**src/rtl/rdl_pkg.sv**
```systemverilog
package rdl_pkg;

  // Next entry in a ring of 'depth' entries: step by one, return to 0 after the last.
  function automatic logic [31:0] ring_next(input logic [31:0] cur, input int unsigned depth);
    if (cur == 32'(depth - 1)) return 32'd0;
    return cur + 32'd1;
  endfunction

  // Fill counter: goes up by one per enabled edge and stops at 'depth'.
  function automatic logic [31:0] fill_next(input logic [31:0] cnt, input int unsigned depth);
    if (cnt >= 32'(depth)) return 32'(depth);
    return cnt + 32'd1;
  endfunction

endpackage

```
**src/rtl/rdl_ptr.sv**
```systemverilog
module rdl_ptr #(
  parameter int DEPTH = 64,
  parameter int AW    = $clog2(DEPTH),
  parameter int START = 0
) (
  input  logic          clk,
  input  logic          rst,
  input  logic          adv,
  output logic [AW-1:0] addr
);
  import rdl_pkg::*;

  logic [AW-1:0] addr_nxt;

  always_comb addr_nxt = AW'(ring_next(32'(addr), DEPTH));

  always_ff @(posedge clk) begin
    if (rst)      addr <= AW'(START);
    else if (adv) addr <= addr_nxt;
  end
endmodule

```
**src/rtl/rdl_store.sv**
```systemverilog
module rdl_store #(
  parameter int DEPTH = 64,
  parameter int WIDTH = 16,
  parameter int AW    = $clog2(DEPTH)
) (
  input  logic             clk,
  input  logic             rst,
  input  logic             we,
  input  logic [AW-1:0]    waddr,
  input  logic [WIDTH-1:0] wdata,
  input  logic             re,
  input  logic [AW-1:0]    raddr,
  output logic [WIDTH-1:0] rdata
);
  logic [WIDTH-1:0] mem [DEPTH];

  // The array has no reset; only its output register is cleared.
  always_ff @(posedge clk) begin
    if (we) mem[waddr] <= wdata;
  end

  always_ff @(posedge clk) begin
    if (rst)     rdata <= '0;
    else if (re) rdata <= mem[raddr];
  end
endmodule

```
**src/rtl/rdl_fill.sv**
```systemverilog
module rdl_fill #(
  parameter int DEPTH = 64,
  parameter int CW    = $clog2(DEPTH + 1)
) (
  input  logic clk,
  input  logic rst,
  input  logic adv,
  output logic full
);
  import rdl_pkg::*;

  logic [CW-1:0] cnt;

  always_ff @(posedge clk) begin
    if (rst)      cnt <= '0;
    else if (adv) cnt <= CW'(fill_next(32'(cnt), DEPTH));
  end

  assign full = (cnt == CW'(DEPTH));
endmodule

```
**src/rtl/ring_delay_line.sv**
```systemverilog
module ring_delay_line #(
  parameter int DEPTH = 64,
  parameter int WIDTH = 16
) (
  input  logic             clk,
  input  logic             rst,
  input  logic             en,
  input  logic [WIDTH-1:0] din,
  output logic [WIDTH-1:0] dout,
  output logic             valid
);
  localparam int AW = (DEPTH > 1) ? $clog2(DEPTH) : 1;

  // Internal events, named for the checker.
  logic [AW-1:0] wr_addr;
  logic [AW-1:0] rd_addr;
  logic          step;

  assign step = en;

  rdl_ptr #(.DEPTH(DEPTH), .AW(AW), .START(DEPTH - 1)) u_wr_ptr (
    .clk(clk), .rst(rst), .adv(step), .addr(wr_addr)
  );

  rdl_ptr #(.DEPTH(DEPTH), .AW(AW), .START(0)) u_rd_ptr (
    .clk(clk), .rst(rst), .adv(step), .addr(rd_addr)
  );

  rdl_store #(.DEPTH(DEPTH), .WIDTH(WIDTH), .AW(AW)) u_store (
    .clk(clk), .rst(rst),
    .we(step), .waddr(wr_addr), .wdata(din),
    .re(step), .raddr(rd_addr), .rdata(dout)
  );

  rdl_fill #(.DEPTH(DEPTH)) u_fill (
    .clk(clk), .rst(rst), .adv(step), .full(valid)
  );
endmodule

```
**config.mk**
```make
export PLATFORM = sky130hd
export DESIGN_NAME = ring_delay_line
export DESIGN_NICKNAME = d
export VERILOG_FILES = /design/src/rtl/rdl_pkg.sv /design/src/rtl/rdl_ptr.sv /design/src/rtl/rdl_store.sv /design/src/rtl/rdl_fill.sv /design/src/rtl/ring_delay_line.sv
export SDC_FILE = /design/constraint.sdc
export NUM_CORES = 1
export LEC_CHECK = 0
export BUFFER_PORTS_ARGS = -buffer_cell sky130_fd_sc_hd__buf_2
export CAP_MARGIN = 0
export CORE_UTILIZATION = 45
export DETAILED_ROUTE_END_ITERATION = 10
export PLACE_DENSITY = 0.59
export SKIP_LAST_GASP = 1
export SLEW_MARGIN = 20
export SYNTH_ARGS = -nofsm -noshare
export SYNTH_HDL_FRONTEND = slang
export SYNTH_SLANG_ARGS = --single-unit
```
**constraint.sdc**
```tcl
create_clock -name clk -period 2.92 [get_ports clk]
set_clock_uncertainty 0.05 [all_clocks]
set_input_delay 0.146 -clock clk [delete_from_list [all_inputs] [get_ports clk]]
set_output_delay 0.146 -clock clk [all_outputs]
set_load 0.03 [all_outputs]
```
==> metrics.cfg <==
[sta]
rsz0062_at_grt = no
slew_headroom_pct = 34.5
setup_viol = 0
fin_setup_tns_ns = 0
maxSlewViolCount = 0
finalCritPeriodShare_pct = 97.4
hold_viol = 0
timing.fmax_mhz = 352
tightest_slew_ns = 0.982
min_period_ns = 2.84

[floorplanning]
rows = 110
die_w_um = 305
die_area_sq_um = 93100
die_h_um = 305
core-area_sq_um = 90400
io_pins = 36
start_util_pct = 45.7

[global_routing]
grt_pass1_wl_mm = 153
grt.total_usage_pct = 22.9
grt_pass1_vias = 21400
grtUsageMet1_pct = 33.2
antenna_found_initial = 5
grt_max_degree = 65
grt-ovfl-total = 0
top_usage_layer = met2
use_met2_pct = 35.6
met3_usage_pct = 4.06

[clock_tree]
cts_buffers = 106
clk_latency_ns = 0.68
cts_tree = built
cts.sinks = 1059
clock_path_buffers = 3
cts_root_buffer = clkbuf_16
path_clk_slew_ns = 0.07
cts-htree-levels = 3

[critical_path]
crit_family = compound AO/OA/AOI/OAI gates
cp.required_ns = 3.39
worstSetupEndpointType = register
crit_chain = buf_12 -> buf_12 -> mux2i_1 -> o221ai_1 -> a221oi_1 -> a311o_1 -> a311oi_1
cp_num_buf_inv = 2
cp_slowest_stage_delay_ns = 0.68
arrival_ns = 3.31
cp_common_cell = buf_12
cp_max_fo = 13
slowest_stage = dfxtp_4
worstSetupStartpointType = register
crit_type = register to register
r2r_setup_slack_ns = 0.08

[synthesis]
syn_area_sq_um = 41300
synth_top_area_cell = edfxtp_1
synth_common_cells = 1024 x edfxtp_1, 216 x mux2i_1, 148 x mux4_2, 113 x nor2_1, 80 x a22oi_1
ys_types = 56
synth_ff_type = edfxtp_1
synth-async-reset-ratio_pct = 0
synth_warnings = 0
synth_nets = 2137
synth_seq_cells = 1059
synth_area_leaders = edfxtp_1 74%, mux4_2 8.1%, mux2i_1 5.2%, dfxtp_1 1.7%, a22oi_1 1.5%
synth_edf_count = 1024
ys_seq_area_share_pct = 76.1
synthCells = 2114
yosysTopAreaCellShare_pct = 74.4
yosysMostFrequentCell = edfxtp_1
syn_area_per_cell_sq_um = 19.5

[job]
drv_cap = 0

[layout]
area_growth_pct = 15.4
diodes = 0
nets = 2346
stdcell_count = 3590
drive_gt1_share_pct = 23.8

[pwr]
vdd_drop_max_mv = 0.440
powerDensity_nw_per_um2 = 694
p_leak_nw = 15.2

[route]
routed_wl_mm = 107
via_count = 21700
viasPerCell = 6.03
drc_errors = 0
avgRoutedWirePerCell_um = 29.8
antenna_left = 0
first_pass_iters = 8
drt_iter0_markers = 2464

[placement]
dpl.hpwl_mm = 66.1
dpl.cell_count = 3382
portBuffers = 35
gpl.final_weighted_congestion = 0.876

[min_path]
hold_class = input port to register

[status]
status = finished clean

stage by stage:
| stage | util (%) | power (mW) | hold slack, ns | area (sq um) | worst slack, ns |
|---|---|---|---|---|---|
| floorplan | - | 18.2 | 0.195 | 41300 | 0.404 |
| global placement | 48.5 | 19.0 | 0.456 | 43900 | 0.00443 |
| detailed placement | 48.5 | 19.0 | 0.457 | 43900 | 0.0255 |
| CTS | 52.7 | 33.3 | 0.00371 | 47700 | 0.0258 |
| global route | 52.8 | 33.9 | 0.0252 | 47700 | 0.0467 |
| finish | 52.8 | 33.1 | 0.0274 | 47700 | 0.0765 |
cell usage in the layout (no fill, tap or decap), types with 5 or more instances in the layout:
cell,count
a211o_1,8
a21oi_1,34
a221oi_1,14
a22o_1,6
a22oi_1,80
a311oi_1,18
a31oi_1,19
and3_1,16
buf_12,25
buf_2,35
buf_4,157
bufinv_16,21
clkbuf_1,10
clkbuf_16,109
clkinv_1,26
clkinv_2,23
clkinvlp_4,5
dfxtp_1,32
dlygate4sd3_1,8
edfxtp_1,1024
inv_1,8
mux2_2,23
mux2i_1,216
mux4_1,5
mux4_2,148
nand2_1,65
nand3_1,32
nand4_1,11
nor2_1,111
nor2b_1,9
o21ai_0,15
o221a_2,5
o221ai_1,13
o22ai_1,6
or3_1,6
layer usage:
| metal | part of all wire, % | wire length (um) | vias to the layer above |
|---|---|---|---|
| met5 | 0.021 | 22 | - |
| met3 | 8.1 | 8680 | 160 |
| met1 | 42 | 45500 | 11500 |
| met2 | 47 | 50100 | 928 |
| met4 | 2.6 | 2730 | 4 |
| li1 | - | - | 9095 |
state kept, by name, indices dropped and copies added, names as in the netlist:
| name | flops |
|---|---|
| u_store.mem | 1024 |
| u_store.rdata | 16 |
| u_fill.cnt | 7 |
| u_rd_ptr.addr | 6 |
| u_wr_ptr.addr | 6 |
cell families after synthesis:
group | synth area share (%)
xor gates and xnor gates | 0.148
AOI/OAI and AO/OA | 4.21
muxes | 14.2
adders and majority gates | 0.121
and+or+nand+nor | 3.09
buffers and inverters | 2.09
DFF | 76.1
power by group:
group,switching [mW],internal [mW]
registers,0.106,16.8
logic,1.11,0.661
clock network,5.73,8.66
total,6.95,26.1
worst paths after layout:
check        depth (start not counted)                             to                           from
min reg2reg                          2     u_fill.cnt[1]$_SDFFE_PP0P_     u_fill.cnt[1]$_SDFFE_PP0P_
min                                  1   u_store.mem[12][8]$_DFFE_PP_                         din[8]
max reg2reg                          7  u_store.rdata[9]$_SDFFE_PP0P_  u_rd_ptr.addr[0]$_SDFFE_PP0P_
max                                  7  u_store.rdata[9]$_SDFFE_PP0P_  u_rd_ptr.addr[0]$_SDFFE_PP0P_
timing repair:
item / in CTS / in global routing
setup buffers: 0 / 1
gates resized for setup: 1 / 1
gates cloned: 0 / 0
endpoints found under the hold margin: 193 / 0
endpoints found under the setup margin: 1 / 4
hold buffers: 8 / 0
final cells by class:
cell class	instances	area [sq um]
fill	6988	42700
sequential	1059	31500
multi-input combinational	920	9040
clock buffer	119	2770
timing repair buffer	226	1960
tap	1176	1470
clock inverter	80	956
inverter	10	42.5
No activity file was read; power rests on OpenSTA's default activity.
